[src/rtl/refresh_row_ext_pkg.sv]
package refresh_row_ext_pkg;

  // Highest value of a row counter of the given width.
  function automatic logic [15:0] row_max(input int unsigned w);
    row_max = 16'((32'd1 << w) - 32'd1);
  endfunction

  // Detector states.
  typedef enum logic [1:0] {
    RFX_IDLE   = 2'd0,
    RFX_ACTIVE = 2'd1
  } rfx_phase_e;

endpackage

[src/rtl/rfx_strobe_detect.sv]
module rfx_strobe_detect (
  input  logic clk,
  input  logic rst_n,
  input  logic rfsh_n,
  input  logic mreq_n,
  output logic active,
  output logic start
);
  import refresh_row_ext_pkg::*;

  rfx_phase_e phase_q;

  assign active = !rfsh_n && !mreq_n;
  assign start  = active && (phase_q == RFX_IDLE);

  always_ff @(posedge clk) begin
    if (!rst_n) begin
      phase_q <= RFX_IDLE;
    end else begin
      phase_q <= active ? RFX_ACTIVE : RFX_IDLE;
    end
  end
endmodule

[src/rtl/rfx_wrap_detect.sv]
module rfx_wrap_detect #(
  parameter int unsigned CPU_ROW_W = 7
) (
  input  logic                 clk,
  input  logic                 rst_n,
  input  logic                 start,
  input  logic [CPU_ROW_W-1:0] cpu_row,
  output logic                 wrap_now
);
  import refresh_row_ext_pkg::*;

  localparam logic [CPU_ROW_W-1:0] ROW_TOP = CPU_ROW_W'(row_max(CPU_ROW_W));

  logic [CPU_ROW_W-1:0] last_q;
  logic                 seen_q;

  assign wrap_now = start && seen_q && (last_q == ROW_TOP) && (cpu_row == '0);

  always_ff @(posedge clk) begin
    if (!rst_n) begin
      last_q <= '0;
      seen_q <= 1'b0;
    end else if (start) begin
      last_q <= cpu_row;
      seen_q <= 1'b1;
    end
  end
endmodule

[src/rtl/rfx_ext_counter.sv]
module rfx_ext_counter #(
  parameter int unsigned EXT_W = 1
) (
  input  logic             clk,
  input  logic             rst_n,
  input  logic             wrap_now,
  output logic [EXT_W-1:0] ext_now
);
  logic [EXT_W-1:0] ext_q;
  logic [EXT_W-1:0] ext_next;

  generate
    if (EXT_W == 1) begin : g_toggle
      assign ext_next = ext_q ^ wrap_now;
    end else begin : g_count
      assign ext_next = ext_q + EXT_W'(wrap_now);
    end
  endgenerate

  // The value used during the cycle that causes the advance is already the new one.
  assign ext_now = ext_next;

  always_ff @(posedge clk) begin
    if (!rst_n) ext_q <= '0;
    else        ext_q <= ext_next;
  end
endmodule

[src/rtl/refresh_row_ext.sv]
module refresh_row_ext #(
  parameter int unsigned CPU_ROW_W = 7,
  parameter int unsigned EXT_W     = 1,
  localparam int unsigned ROW_W    = CPU_ROW_W + EXT_W
) (
  input  logic                 clk,
  input  logic                 rst_n,
  input  logic                 rfsh_n,
  input  logic                 mreq_n,
  input  logic [CPU_ROW_W-1:0] cpu_row,
  input  logic                 short_rows,
  output logic [ROW_W-1:0]     ref_row
);
  logic             active;
  logic             start;
  logic             wrap_now;
  logic [EXT_W-1:0] ext_now;

  rfx_strobe_detect u_strobe (
    .clk    (clk),
    .rst_n  (rst_n),
    .rfsh_n (rfsh_n),
    .mreq_n (mreq_n),
    .active (active),
    .start  (start)
  );

  rfx_wrap_detect #(.CPU_ROW_W(CPU_ROW_W)) u_wrap (
    .clk      (clk),
    .rst_n    (rst_n),
    .start    (start),
    .cpu_row  (cpu_row),
    .wrap_now (wrap_now)
  );

  rfx_ext_counter #(.EXT_W(EXT_W)) u_ext (
    .clk      (clk),
    .rst_n    (rst_n),
    .wrap_now (wrap_now),
    .ext_now  (ext_now)
  );

  assign ref_row = {(short_rows ? {EXT_W{1'b0}} : ext_now), cpu_row};
endmodule

[config.mk]
export PLATFORM = sky130hd
export DESIGN_NAME = refresh_row_ext
export DESIGN_NICKNAME = d
export VERILOG_FILES = /design/src/rtl/refresh_row_ext_pkg.sv /design/src/rtl/rfx_strobe_detect.sv /design/src/rtl/rfx_wrap_detect.sv /design/src/rtl/rfx_ext_counter.sv /design/src/rtl/refresh_row_ext.sv
export SDC_FILE = /design/constraint.sdc
export NUM_CORES = 1
export LEC_CHECK = 0
export ABC_AREA = 1
export BUFFER_PORTS_ARGS = -buffer_cell sky130_fd_sc_hd__buf_2
export CORE_AREA = 2 2 39 41
export CTS_CLUSTER_SIZE = 25
export DETAILED_ROUTE_END_ITERATION = 8
export DIE_AREA = 0 0 41 43
export GPL_TIMING_DRIVEN = 0
export PLACE_DENSITY = 0.68
export SLEW_MARGIN = 30
export SYNTH_ARGS = -nofsm -noshare
export SYNTH_HDL_FRONTEND = slang
export SYNTH_SLANG_ARGS = --single-unit
[constraint.sdc]
create_clock -name clk -period 1.53 [get_ports clk]
set_input_delay 0.153 -clock clk [delete_from_list [all_inputs] [get_ports clk]]
set_output_delay 0.153 -clock clk [all_outputs]
set_load 0.005 [all_outputs]
# ---- Word-level counts from Yosys, hierarchy flattened
# Cells that the tools add are included.
dict set report word_totals {
  regBits 11
  input_bits 12
}
dict set report op_classes {
  bitwise_logic 1
  n_mux 2
  n_reduce_logical 9
  eq_ne 1
}
# cell count
set op_table {}
lappend op_table {{$eq A7 B7 Y1 const B} 1}
lappend op_table {{$logic_not A7 Y1} 1}
lappend op_table {{$logic_and A1 B1 Y1} 5}
lappend op_table {{$logic_not A1 Y1} 2}
lappend op_table {{$logic_not A2 Y1} 1}
lappend op_table {{$mux W1} 2}
lappend op_table {{$xor A1 B1 Y1} 1}

# ---- Longest topological paths before layout
dict set report depth {
  word_depth 8
  ltp_mapped 7
  mapped_depth_nobuf 7
}

# ---- Cells and area by module
# From an unflattened synthesis, not the netlist that was laid out.
dict set report unflattened {
  cells_unflattened 71
  area_unflattened_um2 513.0
}
# mod area_each_um2 n_inst cells_each
set modules_own_cells {}
lappend modules_own_cells {rfx_wrap_detect 346.6 1 45}
lappend modules_own_cells {refresh_row_ext 62.6 1 9}
lappend modules_own_cells {rfx_ext_counter 55.1 1 9}
lappend modules_own_cells {rfx_strobe_detect 48.8 1 8}

# ---- Worst setup path after synthesis
# Ideal clock, no wire load.
dict set report synth_timing {
  kind {flip-flop to output port}
  from {register u_wrap.last_q[3]}
  to {output port ref_row[7]}
  arrival_ns 0.847
  stages_incl_launch_ff 7
  t_required_ns 1.377
  path_buffers 0
  setup_slack_ns 0.530
  cell_sequence {dfxtp_1 -> nand2_1 -> nor2_1 -> nand2_2 -> nor2_4 -> nand3_2 -> a21oi_1}
}
dict set report synth_between {
  elab_chain_len 5
}
# item line
set synth_rtl {}
lappend synth_rtl {{start, declared} rfx_wrap_detect.sv:14} ;# logic [CPU_ROW_W-1:0] last_q;
lappend synth_rtl {{start signal, assigned} rfx_wrap_detect.sv:24} ;# last_q <= cpu_row;
lappend synth_rtl {{$eq A7 B7 Y1} rfx_wrap_detect.sv:17} ;# assign wrap_now = start && seen_q && (last_q == ROW_TOP) && (cpu_row == '0);
lappend synth_rtl {{$logic_and A1 B1 Y1 (2 in a row)} rfx_wrap_detect.sv:17}
lappend synth_rtl {{$xor A1 B1 Y1} rfx_ext_counter.sv:14} ;# assign ext_next = ext_q ^ wrap_now;
lappend synth_rtl {{$mux W1} refresh_row_ext.sv:43} ;# assign ref_row = {(short_rows ? {EXT_W{1'b0}} : ext_now), cpu_row};
lappend synth_rtl {{end, declared} refresh_row_ext.sv:12} ;# output logic [ROW_W-1:0] ref_row
# No other way between the ends.

# ---- Worst setup path after layout
dict set report layout_timing {
  from {register u_wrap.last_q[4]}
  to {output port ref_row[7]}
}
# Same word-level chain as after synthesis.

==> run_results.csv <==
group,metric,value,unit
timing,slew_viol_final,0,
final_layout,finish.instance_area,624,um2
timing,timing_worst_slew_pin_value,161,ps
global_route,grt_max_degree,10,
pwr,power.sequential.fraction,0.531,
synthesis,ys_dominant_reg_cell,"sky130_fd_sc_hd__dfxtp_1",
routing,first_iter_violations,6,
final_layout,insertedDiodeCount,0,
clock_network,tritoncts,"built",
critical_path,critical_path.reg2reg.startpoint,"u_wrap.last_q[4]",
routing,post_drt_via_cell_ratio,4.32,
pwr,max-vdd-ir-drop,360,uV
placement,number_of_cells_in_the_design_after_placement,102,
synthesis,post_synth.cell_area_avg,7.23,um2
clock_network,cts_hold_buffers,0,
critical_path,cp_top_family,"simple AND/OR/NAND/NOR gates",
critical_path,cp-start-kind,"flip-flop",
critical_path,number_of_cells_on_the_critical_path,7,
critical_path,timing.critical_path.required,1380,ps
timing,skew,2.12,ps
worst_hold_path,worst_hold_startpoint,"rfsh_n",
pwr,power.clock.fraction,0.316,
critical_path,worstSetupPathType,"flip-flop to output port",
floorplanning,pin_count,20,
synthesis,syn_inst,67,
timing,relSlewSlack,0.892,
timing,rsz_0062_raised_after_global_routing,"false",
global_route,first_global_vias,367,
timing,achievable_frequency,0.714,GHz
clock_network,cts_buffers,3,
critical_path,worst-r2r-setup-slack,580,ps
floorplanning,overall_die_area,1760,um2
synthesis,synth-edff-count,0,
final_layout,layout.filler_cells,139,
global_route,global_route.overflow_total,0,
run,maxCapViolations,0,
floorplanning,horizontal_extent_of_the_die,41,um
floorplanning,floorplan.initialDensity,0.350,
clock_network,cts.sink_count,10,
placement,placed_area,599,um2
final_layout,regArea,200,um2
synthesis,synth_seq_area_share,0.413,
outcome,run_status,"finished, final reports clean",
timing,timing.final.crit_share,0.916,
synthesis,post_synth_instance_area,484,um2
floorplanning,die_h,43,um
worst_hold_path,hp-class,"primary input to flip-flop",
placement,gp_routability_congestion,0.657,
final_layout,area.growth.synth_to_final,28.9,%
floorplanning,placement_rows,14,
critical_path,worst-path-buf-inv,1,
final_layout,final_cell_count_no_fill,105,
routing,wl_per_cell,8.44,um
pwr,switching_share,0.236,
worst_hold_path,cell_count_of_the_worst_hold_path,2,
synthesis,ys_types,13,
timing,hold_viol,0,
synthesis,syn_nets,79,
clock_network,cts_max_path_buffers,2,
routing,post-route-drc-count,0,
clock_network,cts.clk_slew.worst_paths,60,ps
critical_path,critical_path.max_fanout,2,
clock_network,clock_insertion_delay_worst_skew,250,ps
final_layout,fin_nets,103,
timing,setup_violations_final,0,
clock_network,htreeDepth,1,
final_layout,multi_input_area,211,um2
placement,place.detailed.hpwl,716,um
floorplanning,core,1380,um2
pwr,total_leakage_power,0.280,nW
clock_network,cts_resized,0,
critical_path,worst_setup_path_end_kind,"output port",
routing,detailroute.via_count,454,
routing,residual_antenna_violating_net_count_after_detailed_routing,0,
worst_hold_path,worst_hold_path.endpoint,"u_strobe.phase_q[0]",
global_route,grtUsageTotal,0.111,
pwr,internal_power,0.407,mW
timing,tns,0,ps
critical_path,worst_r2r_path_depth,7,
critical_path,cpPeakStageDelay,330,ps
synthesis,synth_top_area_share,0.413,
critical_path,crit_path_cell_trace,"nand2_1, nor2_1, nand2_2, nor2_4, nand3_2, a21oi_1, buf_2",
critical_path,arrival,1250,ps
pwr,total_power,0.533,mW
critical_path,worstReg2RegEnd,"u_ext.ext_q",
placement,port_buffers,19,
timing,hold_ws,81.3,ps
global_route,grt_pass1_wl,1290,um
synthesis,proportion_of_synthesized_flip_flops_having_asynchronous_set_or_reset,0,
global_route,number_of_antenna_violations_at_the_first_check_in_global_routing,0,
pwr,power.switching,0.126,mW
synthesis,cell_taking_the_most_area_after_synthesis,"sky130_fd_sc_hd__dfxtp_1",
clock_network,clock_tree.root_cell,"sky130_fd_sc_hd__clkbuf_4",
synthesis,number_of_flip_flops_and_latches_in_the_synthesized_netlist,10,
synthesis,post_synth_main_area_contributors,"sky130_fd_sc_hd__dfxtp_1 41%, sky130_fd_sc_hd__nor2_1 15%, sky130_fd_sc_hd__buf_4 11%",
critical_path,worst_path_max_delay_cell,"sky130_fd_sc_hd__dfxtp_1",
clock_network,cts_setup_buffers,0,
pwr,comb_power_share,0.153,
timing,layout_min_cycle_time,1400,ps
routing,dr.pass1.iters,5,
final_layout,layout-drive-gt1-share,0.438,
routing,wl_final,886,um
pwr,power.density_cell_area,853,nW/um2
synthesis,ys.warnings.count,0,
[cell usage in the layout (no fill, tap or decap)]
cell	synthesis	routed
sky130_fd_sc_hd__nor2_1	19	18
sky130_fd_sc_hd__dfxtp_1	10	10
sky130_fd_sc_hd__inv_1	4	4
sky130_fd_sc_hd__nand2_2	2	2
sky130_fd_sc_hd__buf_4	7	7
sky130_fd_sc_hd__a21oi_1	3	3
sky130_fd_sc_hd__inv_2	2	2
sky130_fd_sc_hd__nand3_2	2	2
sky130_fd_sc_hd__o21ai_0	7	7
sky130_fd_sc_hd__nor2_2	2	3
sky130_fd_sc_hd__nor2_4	1	1
sky130_fd_sc_hd__clkbuf_4	0	3
sky130_fd_sc_hd__nor3_1	1	1
sky130_fd_sc_hd__buf_2	0	19
sky130_fd_sc_hd__nand2_1	7	7
[worst reg2reg max path, cell delays in order, from the launching register on]
cell,delay (ps)
sky130_fd_sc_hd__dfxtp_1,330
sky130_fd_sc_hd__nand2_1,60
sky130_fd_sc_hd__nor2_1,110
sky130_fd_sc_hd__nand2_2,80
sky130_fd_sc_hd__nor2_4,90
sky130_fd_sc_hd__nand2_1,50
sky130_fd_sc_hd__nand2_1,70
sky130_fd_sc_hd__a21oi_1,60
[power groups by stage]
stage               sequential, mW  combinational, mW  clock (mW)
CTS                          0.283             0.0820       0.175
detailed placement           0.289             0.0816           0
global placement             0.288             0.0802           0
floorplan                    0.287             0.0469           0
global route                 0.285             0.0905       0.193
finish                       0.283             0.0813       0.169
[layer usage]
layer | vias to the layer above | global-route usage | wire (um)
li1 | 246 | - | -
met1 | 184 | 0.139 | 417
met2 | 22 | 0.153 | 383
met3 | 2 | 0.0314 | 76
met4 | 0 | 0.0800 | 8
met5 | - | 0 | 0
[through the flow]
stage,setup slack [ps],util
after floorplan,530,-
after global placement,404,0.433
after detailed placement,385,0.433
after CTS,114,0.449
after global routing,21.6,0.451
final,129,0.451
[worst max-delay path by stage]
stage | slack, ps | endpoint | start
floorplan | 530 | ref_row[7] | u_wrap.last_q[3]
global placement | 400 | ref_row[7] | u_wrap.last_q[2]
detailed placement | 380 | ref_row[7] | u_wrap.last_q[2]
CTS | 110 | ref_row[7] | u_wrap.last_q[2]
global route | 20 | ref_row[7] | u_wrap.last_q[3]
finish | 130 | ref_row[7] | u_wrap.last_q[4]
[state kept, by name, indices dropped and copies added, names as in the netlist]
register	flops
u_ext.ext_q	1
u_wrap.seen_q	1
u_wrap.last_q	7
u_strobe.phase_q	1
[cells in the mapped netlist, types with 2 or more instances]
| master | instances |
|---|---|
| sky130_fd_sc_hd__inv_2 | 2 |
| sky130_fd_sc_hd__nor2_1 | 19 |
| sky130_fd_sc_hd__nand3_2 | 2 |
| sky130_fd_sc_hd__a21oi_1 | 3 |
| sky130_fd_sc_hd__nand2_2 | 2 |
| sky130_fd_sc_hd__nand2_1 | 7 |
| sky130_fd_sc_hd__inv_1 | 4 |
| sky130_fd_sc_hd__nor2_2 | 2 |
| sky130_fd_sc_hd__dfxtp_1 | 10 |
| sky130_fd_sc_hd__o21ai_0 | 7 |
| sky130_fd_sc_hd__buf_4 | 7 |
[area by class of cell]
class | count | area share
multi-input cells | 44 | 0.339
flip-flops and latches | 10 | 0.321
repair buffers | 19 | 0.152
plain buffers | 7 | 0.0842
clock buffers | 3 | 0.0361
inverters | 6 | 0.0361
well taps | 16 | 0.0321
[cell families (layout without fill, tap and decap cells)]
logic type	Yosys count	in the layout	synth area share
flops	10	10	0.413
compound gates	10	10	0.103
simple gates	34	34	0.328
buf+inv	13	35	0.155
(Power assumes the default switching activity.)
